==> config.mk <==
export PLATFORM = sky130hd
export DESIGN_NAME = aux_xact_codec
export DESIGN_NICKNAME = d
export VERILOG_FILES = /design/src/rtl/aux_codec_pkg.sv /design/src/rtl/aux_req_framer.sv /design/src/rtl/aux_rep_status.sv /design/src/rtl/aux_rep_parser.sv /design/src/rtl/aux_xact_codec.sv
export SDC_FILE = /design/constraint.sdc
export NUM_CORES = 1
export LEC_CHECK = 0
export BUFFER_PORTS_ARGS = -buffer_cell sky130_fd_sc_hd__buf_2
export CAP_MARGIN = 30
export CELL_PAD_IN_SITES_DETAIL_PLACEMENT = 1
export CELL_PAD_IN_SITES_GLOBAL_PLACEMENT = 1
export CORE_ASPECT_RATIO = 2
export CORE_UTILIZATION = 41
export DETAILED_ROUTE_END_ITERATION = 16
export PLACE_DENSITY = 0.9
export RECOVER_POWER = 25
export SLEW_MARGIN = 10
export SYNTH_ARGS = -nofsm -noshare
export SYNTH_HDL_FRONTEND = slang
export SYNTH_HIERARCHICAL = 1
export SYNTH_SLANG_ARGS = --single-unit
==> constraint.sdc <==
create_clock -name clk -period 3.7 [get_ports clk]
set_input_delay 0.37 -clock clk [delete_from_list [all_inputs] [get_ports clk]]
set_output_delay 0.37 -clock clk [all_outputs]
set_load 0.01 [all_outputs]
==> src/rtl/aux_codec_pkg.sv <==
package aux_codec_pkg;
  localparam int ADDR_W = 20;
  localparam int CMD_W  = 4;

  // receiver flag positions
  localparam int FLG_TIMEOUT  = 0;
  localparam int FLG_BAD_STOP = 1;
  localparam int FLG_NO_DET   = 2;
  localparam int FLG_BAD_HI   = 3;
  localparam int FLG_BAD_LO   = 4;
  localparam int FLG_HPD_LOST = 5;
  localparam int FLG_W        = 6;

  localparam logic [3:0] REPLY_ACK = 4'h0;

  typedef enum logic [2:0] {
    RES_OK       = 3'd0,
    RES_TIMEOUT  = 3'd1,
    RES_INVALID  = 3'd2,
    RES_HPD_LOST = 3'd3,
    RES_OVERFLOW = 3'd4
  } aux_res_e;
endpackage

==> src/rtl/aux_req_framer.sv <==
module aux_req_framer
  import aux_codec_pkg::*;
#(
  parameter int MAX_LEN = 16,
  parameter int LEN_W   = 5,
  parameter int CNT_W   = 5
) (
  input  logic              clk,
  input  logic              rst_n,
  input  logic              req_valid,
  output logic              req_ready,
  input  logic [CMD_W-1:0]  req_cmd,
  input  logic [ADDR_W-1:0] req_addr,
  input  logic [LEN_W-1:0]  req_len,
  input  logic              req_write,
  input  logic              pay_valid,
  output logic              pay_ready,
  input  logic [7:0]        pay_data,
  output logic              tx_valid,
  input  logic              tx_ready,
  output logic [7:0]        tx_data,
  output logic              tx_last,
  output logic [CNT_W-1:0]  tx_count
);
  typedef enum logic [1:0] {F_IDLE, F_HDR, F_PAY} fst_e;

  fst_e                 st_q;
  logic [3:0][7:0]      hdr_q;
  logic [1:0]           idx_q;
  logic [1:0]           hdr_end_q;
  logic [LEN_W-1:0]     pay_left_q;
  logic [CNT_W-1:0]     cnt_q;
  logic                 has_len;

  assign has_len   = (req_len != '0);
  assign req_ready = (st_q == F_IDLE);
  assign tx_count  = cnt_q;

  always_comb begin
    tx_valid  = 1'b0;
    tx_data   = hdr_q[idx_q];
    tx_last   = 1'b0;
    pay_ready = 1'b0;
    case (st_q)
      F_HDR: begin
        tx_valid = 1'b1;
        tx_last  = (idx_q == hdr_end_q) && (pay_left_q == '0);
      end
      F_PAY: begin
        tx_valid  = pay_valid;
        tx_data   = pay_data;
        pay_ready = tx_ready;
        tx_last   = (pay_left_q == LEN_W'(1));
      end
      default: ;
    endcase
  end

  always_ff @(posedge clk or negedge rst_n) begin
    if (!rst_n) begin
      st_q       <= F_IDLE;
      hdr_q      <= '0;
      idx_q      <= '0;
      hdr_end_q  <= '0;
      pay_left_q <= '0;
      cnt_q      <= '0;
    end else begin
      case (st_q)
        F_IDLE: if (req_valid) begin
          hdr_q[0]   <= {req_cmd, req_addr[19:16]};
          hdr_q[1]   <= req_addr[15:8];
          hdr_q[2]   <= req_addr[7:0];
          hdr_q[3]   <= 8'(req_len - LEN_W'(1));
          hdr_end_q  <= has_len ? 2'd3 : 2'd2;
          pay_left_q <= req_write ? req_len : '0;
          cnt_q      <= (has_len ? CNT_W'(4) : CNT_W'(3)) +
                        (req_write ? CNT_W'(req_len) : '0);
          idx_q      <= '0;
          st_q       <= F_HDR;
        end
        F_HDR: if (tx_ready) begin
          if (idx_q == hdr_end_q) begin
            st_q <= (pay_left_q != '0) ? F_PAY : F_IDLE;
          end else begin
            idx_q <= idx_q + 2'd1;
          end
        end
        F_PAY: if (pay_valid && tx_ready) begin
          pay_left_q <= pay_left_q - LEN_W'(1);
          if (pay_left_q == LEN_W'(1)) st_q <= F_IDLE;
        end
        default: st_q <= F_IDLE;
      endcase
    end
  end
endmodule

==> src/rtl/aux_rep_status.sv <==
module aux_rep_status
  import aux_codec_pkg::*;
#(
  parameter int CNT_W = 5
) (
  input  logic [FLG_W-1:0] flags,
  input  logic [CNT_W-1:0] count,
  output logic             bad,
  output aux_res_e         code
);
  logic symbol_err;

  assign symbol_err = flags[FLG_BAD_STOP] | flags[FLG_NO_DET] |
                      flags[FLG_BAD_HI]   | flags[FLG_BAD_LO];

  always_comb begin
    bad  = 1'b1;
    code = RES_OK;
    if (flags[FLG_HPD_LOST])      code = RES_HPD_LOST;
    else if (flags[FLG_TIMEOUT])  code = RES_TIMEOUT;
    else if (symbol_err)          code = RES_INVALID;
    else if (count == '0)         code = RES_INVALID;
    else                          bad  = 1'b0;
  end
endmodule

==> src/rtl/aux_rep_parser.sv <==
module aux_rep_parser
  import aux_codec_pkg::*;
#(
  parameter int CNT_W = 5
) (
  input  logic             clk,
  input  logic             rst_n,
  input  logic             rep_start,
  output logic             rep_ready,
  input  logic [CNT_W-1:0] rep_count,
  input  logic [CNT_W-1:0] rep_limit,
  input  logic             st_bad,
  input  aux_res_e         st_code,
  input  logic             rx_valid,
  output logic             rx_ready,
  input  logic [7:0]       rx_data,
  output logic             dat_valid,
  input  logic             dat_ready,
  output logic [7:0]       dat_data,
  output logic             res_valid,
  output aux_res_e         res_code,
  output logic [3:0]       res_reply,
  output logic [CNT_W-1:0] res_dcount
);
  typedef enum logic [1:0] {P_IDLE, P_HEAD, P_BODY, P_RES} pst_e;

  pst_e             st_q;
  logic [CNT_W-1:0] cnt_q;
  logic [CNT_W-1:0] lim_q;
  logic [CNT_W-1:0] left_q;
  logic             fwd_q;
  logic             ovf_q;
  logic [CNT_W-1:0] rem;
  logic             is_ack;

  assign rem       = cnt_q - CNT_W'(1);
  assign is_ack    = (rx_data[7:4] == REPLY_ACK);
  assign rep_ready = (st_q == P_IDLE);
  assign res_valid = (st_q == P_RES);
  assign dat_data  = rx_data;
  assign dat_valid = (st_q == P_BODY) && fwd_q && rx_valid;

  always_comb begin
    case (st_q)
      P_HEAD:  rx_ready = 1'b1;
      P_BODY:  rx_ready = fwd_q ? dat_ready : 1'b1;
      default: rx_ready = 1'b0;
    endcase
  end

  always_ff @(posedge clk or negedge rst_n) begin
    if (!rst_n) begin
      st_q       <= P_IDLE;
      cnt_q      <= '0;
      lim_q      <= '0;
      left_q     <= '0;
      fwd_q      <= 1'b0;
      ovf_q      <= 1'b0;
      res_code   <= RES_OK;
      res_reply  <= '0;
      res_dcount <= '0;
    end else begin
      case (st_q)
        P_IDLE: if (rep_start) begin
          cnt_q <= rep_count;
          lim_q <= rep_limit;
          if (st_bad) begin
            res_code   <= st_code;
            res_reply  <= '0;
            res_dcount <= '0;
            st_q       <= P_RES;
          end else begin
            st_q <= P_HEAD;
          end
        end
        P_HEAD: if (rx_valid) begin
          res_reply <= rx_data[7:4];
          if (rem == '0) begin
            res_code   <= RES_OK;
            res_dcount <= '0;
            st_q       <= P_RES;
          end else begin
            fwd_q  <= is_ack && (rem <= lim_q);
            ovf_q  <= is_ack && (rem > lim_q);
            left_q <= rem;
            st_q   <= P_BODY;
          end
        end
        P_BODY: if (rx_valid && rx_ready) begin
          left_q <= left_q - CNT_W'(1);
          if (left_q == CNT_W'(1)) begin
            res_code   <= ovf_q ? RES_OVERFLOW : RES_OK;
            res_dcount <= ovf_q ? '0 : rem;
            st_q       <= P_RES;
          end
        end
        P_RES: st_q <= P_IDLE;
        default: st_q <= P_IDLE;
      endcase
    end
  end
endmodule

==> src/rtl/aux_xact_codec.sv <==
module aux_xact_codec
  import aux_codec_pkg::*;
#(
  parameter  int MAX_LEN = 16,
  localparam int LEN_W   = $clog2(MAX_LEN + 1),
  localparam int CNT_W   = $clog2(MAX_LEN + 5)
) (
  input  logic              clk,
  input  logic              rst_n,
  input  logic              req_valid,
  output logic              req_ready,
  input  logic [3:0]        req_cmd,
  input  logic [19:0]       req_addr,
  input  logic [LEN_W-1:0]  req_len,
  input  logic              req_write,
  input  logic              pay_valid,
  output logic              pay_ready,
  input  logic [7:0]        pay_data,
  output logic              tx_valid,
  input  logic              tx_ready,
  output logic [7:0]        tx_data,
  output logic              tx_last,
  output logic [CNT_W-1:0]  tx_count,
  input  logic              rep_start,
  output logic              rep_ready,
  input  logic [CNT_W-1:0]  rep_count,
  input  logic [CNT_W-1:0]  rep_limit,
  input  logic [5:0]        rep_flags,
  input  logic              rx_valid,
  output logic              rx_ready,
  input  logic [7:0]        rx_data,
  output logic              dat_valid,
  input  logic              dat_ready,
  output logic [7:0]        dat_data,
  output logic              res_valid,
  output logic [2:0]        res_code,
  output logic [3:0]        res_reply,
  output logic [CNT_W-1:0]  res_dcount
);
  logic     st_bad;
  aux_res_e st_code;
  aux_res_e res_code_e;

  assign res_code = res_code_e;

  aux_req_framer #(.MAX_LEN(MAX_LEN), .LEN_W(LEN_W), .CNT_W(CNT_W)) u_framer (
    .clk(clk), .rst_n(rst_n),
    .req_valid(req_valid), .req_ready(req_ready),
    .req_cmd(req_cmd), .req_addr(req_addr), .req_len(req_len), .req_write(req_write),
    .pay_valid(pay_valid), .pay_ready(pay_ready), .pay_data(pay_data),
    .tx_valid(tx_valid), .tx_ready(tx_ready), .tx_data(tx_data),
    .tx_last(tx_last), .tx_count(tx_count)
  );

  aux_rep_status #(.CNT_W(CNT_W)) u_status (
    .flags(rep_flags), .count(rep_count), .bad(st_bad), .code(st_code)
  );

  aux_rep_parser #(.CNT_W(CNT_W)) u_parser (
    .clk(clk), .rst_n(rst_n),
    .rep_start(rep_start), .rep_ready(rep_ready),
    .rep_count(rep_count), .rep_limit(rep_limit),
    .st_bad(st_bad), .st_code(st_code),
    .rx_valid(rx_valid), .rx_ready(rx_ready), .rx_data(rx_data),
    .dat_valid(dat_valid), .dat_ready(dat_ready), .dat_data(dat_data),
    .res_valid(res_valid), .res_code(res_code_e),
    .res_reply(res_reply), .res_dcount(res_dcount)
  );
endmodule

### Word-level counts from Yosys, hierarchy flattened

Cells that the tools add are included.

* flip-flop bits (word level): 79
* bits in read-only memories: 0
* memories: 0
* memory bits (writable): 0
* logic and storage cells: 146
* latch bits: 0
* output and inout bits: 41

* divide/modulo/power cells: 0
* $add $sub $neg: 6
* magnitude comparators: 3
* muxes and demuxes: 64
* bitwise gates (word level): 4
* shifts and indexed selects: 0
* multiply operators: 0
* equality and inequality tests: 21
* reduce and logical (&&, ||, !) cells: 30

Operators with widths (count)
* $mux 5: 13
* $mux 3: 11
* $mux 2: 15
* $pmux 5 s2: 2
* $bmux 8 s2: 1
* $mux 8: 2
* $ne 2x2->1 const B: 8
* $reduce_and 4->1: 4
* $logic_not 5->1: 3
* $pmux 5 s3: 1
* $sub 5x1->5 const B: 3
* $mux 4: 3
* $eq 5x1->1 const B: 2
* $ne 2x1->1 const B: 5
* $reduce_bool 5->1: 2
* $pmux 3 s3: 1
* $mux 1: 8
* $pmux 2 s4: 1
* $pmux 4 s2: 1
* $reduce_bool 2->1: 4
* $logic_and 1x1->1: 7
* $reduce_and 7->1: 1
* $eq 2x2->1 const B: 3
* $pmux 1 s2: 3
* 18 further kinds: 24

### Logic depth before layout (Yosys ltp)

* depth in word-level cells: 9
* mapped depth: 11
* depth with buffers taken out: 10

### By module

The synthesis kept the hierarchy.

By module, submodules not included
* aux_req_framer: sequential area each 1151.1 µm², times used 1, area an instance 2534.9 µm², cells each 223
* aux_rep_parser: sequential area each 775.7 µm², times used 1, area an instance 1921.8 µm², cells each 194
* aux_rep_status: sequential area each 0.0 µm², times used 1, area an instance 56.3 µm², cells each 9

### Worst setup path before layout

Ideal clock, no wire load.

* path type: reg-to-reg
* start: register u_parser.cnt_q[0]
* end: register u_parser.ovf_q
* cell stages (with the launch flop): 12
* setup time: 0.125 ns
* setup slack: 1.019 ns
* data required time: 3.575 ns
* data arrival time: 2.556 ns
* cells stage by stage: dfrtp_1 -> clkbuf_1 -> inv_1 -> ha_1 -> nor3b_1 -> xnor2_1 -> inv_1 -> ha_1 -> and3_1 -> a221o_1 -> and3b_1 -> mux2_2

* word-level cells in the longest chain between the ends: 4
* elaborated cells on any way between the ends: 6
* those cells by class: add/sub (1); order compare (1); bitwise (1); reduce/logical (3)

Ends and longest elaborated chain
* start: declaration: RTL line aux_rep_parser.sv:28 `logic [CNT_W-1:0] cnt_q;`
* start signal: assignment: RTL line aux_rep_parser.sv:65 `cnt_q <= rep_count;`
* $sub 5x1->5 *: RTL line aux_rep_parser.sv:36 `assign rem = cnt_q - CNT_W'(1);`
* branches (longest 3 deep; another with $gt 5x5->1)
* end signal: assignment: RTL line aux_rep_parser.sv:84 `ovf_q <= is_ack && (rem > lim_q);`
* end: declaration: RTL line aux_rep_parser.sv:32 `logic ovf_q;`

Every way passes the cells marked *.
A chain may end at the register's enable or synchronous reset.

### Worst setup path in the final report

Same ends and word-level chain as after synthesis.

==> results.toml <==
[routing]
routed_wl_mm = 11.8
topRoutingLayerUsed = "met4"
met1Wirelength_mm = 3.77
vias = 3561
drc = 0
route.met3.wl_um = 410
route.antenna.remaining_nets = 0
routedWlPerCell_um = 17.9
drtPass1Iterations = 4
first_iter_violations = 117
viasPerCell = 5.41
met2RoutedLength_mm = 7.11

[finish]
syn_to_final_growth_pct = 19.9
drive_above_1_share_pct = 35.3
final_net_count = 610
fill_cells = 1219
insertedDiodeCount = 0
utilization_pct = 51.0
fin_area_um2 = 5410
finalNonFillerCells = 658

[clock_network]
numCtsBuffers = 9
clkSinkCount = 77
cts_setup_buffers = 0
cts_resized = 0
clk_latency_ps = 340
tritoncts = "built"
clockBufferDepth = 2
cts_max_level = 3
cts.clk_slew.worst_paths_ps = 60
cts_root_buf = "clkbuf_16"
cts_hold_buf = 0

[power]
irDropWorstVdd_uv = 502
net-switching-power_mw = 1.93
comb_power_share_pct = 48.5
power_frac_seq_pct = 31.9
power_leakage_nw = 2.57
p_clk_share_pct = 19.6
p_int_mw = 2.96
total_power_mw = 4.89
p_sw_share_pct = 39.5
p_per_area_nw_per_um2 = 904

[placement]
io_buffers = 102
place.gp.congestion = 0.903
dp.cells = 640
placed_cell_area_um2 = 5070
dp_hpwl_mm = 9.09

[outcome]
violations = "capacitance limit, slew limit"
outcome = "finished, violations left"

[grt]
grt_start_max_net_pins = 78
grt_pass1_wl_mm = 19.2
grtUsageTotal_pct = 21.9
antenna_found_initial = 0
grt_overflow = 0
grt_pass1_vias = 3951

[setup_path]
crit_start = "u_parser/cnt_q[0]"
reg2reg_slack_ps = 770
critPathMaxFanout = 11
crit_path_start_kind = "register"
cp-end-kind = "register"
r2r_start = "u_parser/cnt_q[0]"
ff2ff_path_depth = 10
crit_arrival_ps = 3150
endpoint = "u_parser/ovf_q"
critical_path_class = "reg -> reg"
reg2reg_to = "u_parser/ovf_q"
crit_required_ps = 3920

[floorplanning]
start_util_pct = 42.5
dieHeight_um = 150
rows = 53
core_um2 = 10600
io_pins = 111
die_area_um2 = 11500
die_x_um = 76.2

[sta]
setup_viol = 0
rsz0062_at_grt = "false"
finalCritPeriodShare_pct = 79.2
fin_crit_ps = 2930
tns_ps = 0
fmax_ghz = 0.341
finalHoldViolations = 0
worst_pin_slew_ps = 1790
fin_worst_skew_ps = 8.26
drv_slew = 34
timing.slew.headroom_pct = -19.1

[synthesis]
synth_top_area_share_pct = 42.7
yosysMostFrequentCell = "dfrtp_1"
synth_cells = 426
synthFlopType = "dfrtp_1"
synth_warnings = 6
synth.distinct_cells = 60
syn_nets = 520
synth_edf_count = 0
async_flop_share_pct = 100
synth_top_cell_by_area = "dfrtp_1"
avgSynthCellArea_um2 = 10.6
netlist_area_um2 = 4510
synthTopCellsByArea = "dfrtp_1 (43%), mux2_2 (11%), ha_1 (6.4%)"
ys_top_cells_by_count = "dfrtp_1 (77), mux2_2 (45), inv_1 (37)"
yosysSeqAreaShare_pct = 42.7
ys_ff_latch = 77

[run]
drv_cap = 1

[hold_path]
hold_path_depth = 2
min_path_type = "in -> reg"
==> state kept, by name (all words and copies together), names as in the netlist <==
register             flops
u_framer/hdr_q          30
u_parser/lim_q           5
u_parser/cnt_q           5
u_framer/tx_count        5
u_framer/idx_q           2
u_framer/hdr_end_q       2
u_parser/res_reply       4
u_parser/res_code        3
u_parser/fwd_q           1
u_parser/res_dcount      5
u_framer/pay_left_q      5
u_parser/ovf_q           1
u_framer/st_q            2
u_parser/st_q            2
u_parser/left_q          5
==> kinds of logic after synthesis <==
logic type	Yosys count	share of synthesized area, %
other cells	1	0.0831
flops	77	42.7
compound gates	71	10.6
mux	66	18.4
buf+inv	64	6.29
simple gates	111	12.8
xor+xnor	12	2.33
fa+ha+maj	24	6.82
==> final cells by class <==
type,count,area [um2],share of cell area (%)
sequential,77,1930,35.6
clock buffer,9,225,4.16
tap,137,171,3.17
inverter,38,143,2.64
multi-input combinational,285,2300,42.6
clock inverter,7,98.8,1.83
timing repair buffer,105,542,10.0
==> metal layers <==
layer	up-vias	GRT usage [%]
met5	-	0
met4	0	11.7
met3	32	3.64
met2	106	46.0
met1	1762	18.8
li1	1661	-
==> stage by stage <==
step / worst slack, ps / hold slack (ps)
after floorplan: 1020 / 74.4
after global placement: 900 / 464
after detailed placement: 809 / 474
after CTS: 803 / 234
after global routing: 615 / 240
final: 771 / 244
==> how the worst min path moves through the flow <==
stage	startpoint	endpoint	slack (ps)
finish	req_addr[7]	u_framer/hdr_q[23]	240
detailed placement	u_framer/hdr_q[25]	u_framer/hdr_q[25]	470
CTS	req_addr[7]	u_framer/hdr_q[23]	230
global route	req_addr[7]	u_framer/hdr_q[23]	240
floorplan	rst_n	u_framer/hdr_end_q[0]	70
global placement	u_framer/hdr_q[25]	u_framer/hdr_q[25]	460
==> placed cells by master (no fill, tap or decap), types with 3 or more instances in the layout <==
| master | synthesis | final |
|---|---|---|
| a21o_1 | 3 | 3 |
| nor2_1 | 19 | 19 |
| buf_2 | 5 | 101 |
| o21ai_1 | 10 | 10 |
| and2_1 | 3 | 3 |
| clkbuf_16 | 0 | 9 |
| o21ai_0 | 19 | 19 |
| xnor2_1 | 5 | 5 |
| nand2_1 | 34 | 33 |
| nand3_1 | 11 | 11 |
| dfrtp_1 | 77 | 77 |
| ha_1 | 23 | 23 |
| xor2_1 | 7 | 7 |
| nor3_1 | 8 | 8 |
| mux4_2 | 8 | 8 |
| mux2_1 | 11 | 11 |
| or3_1 | 4 | 4 |
| a21oi_1 | 8 | 8 |
| or4b_1 | 3 | 3 |
| mux2_2 | 45 | 45 |
| inv_1 | 37 | 37 |
| o31ai_1 | 5 | 5 |
| nand2b_1 | 4 | 4 |
| nor2b_1 | 7 | 7 |
==> power by group through the flow <==
stage	combinational (mW)	sequential [mW]	clock [mW]
finish	2.37	1.56	0.960
global route	2.60	1.62	1.01
CTS	2.38	1.56	0.980
detailed placement	2.36	1.58	0
global placement	2.22	1.54	0
floorplan	1.72	1.48	0
==> critical path, stage by stage, from the launching register on <==
cell and delay (ps):
dfrtp_1 490, inv_1 100, ha_1 230, nor3b_1 360, xnor2_1 250, inv_1 140
ha_1 310, and3_1 200, a221o_1 310, and3b_1 180, mux2_2 250
(Power assumes the default switching activity.)
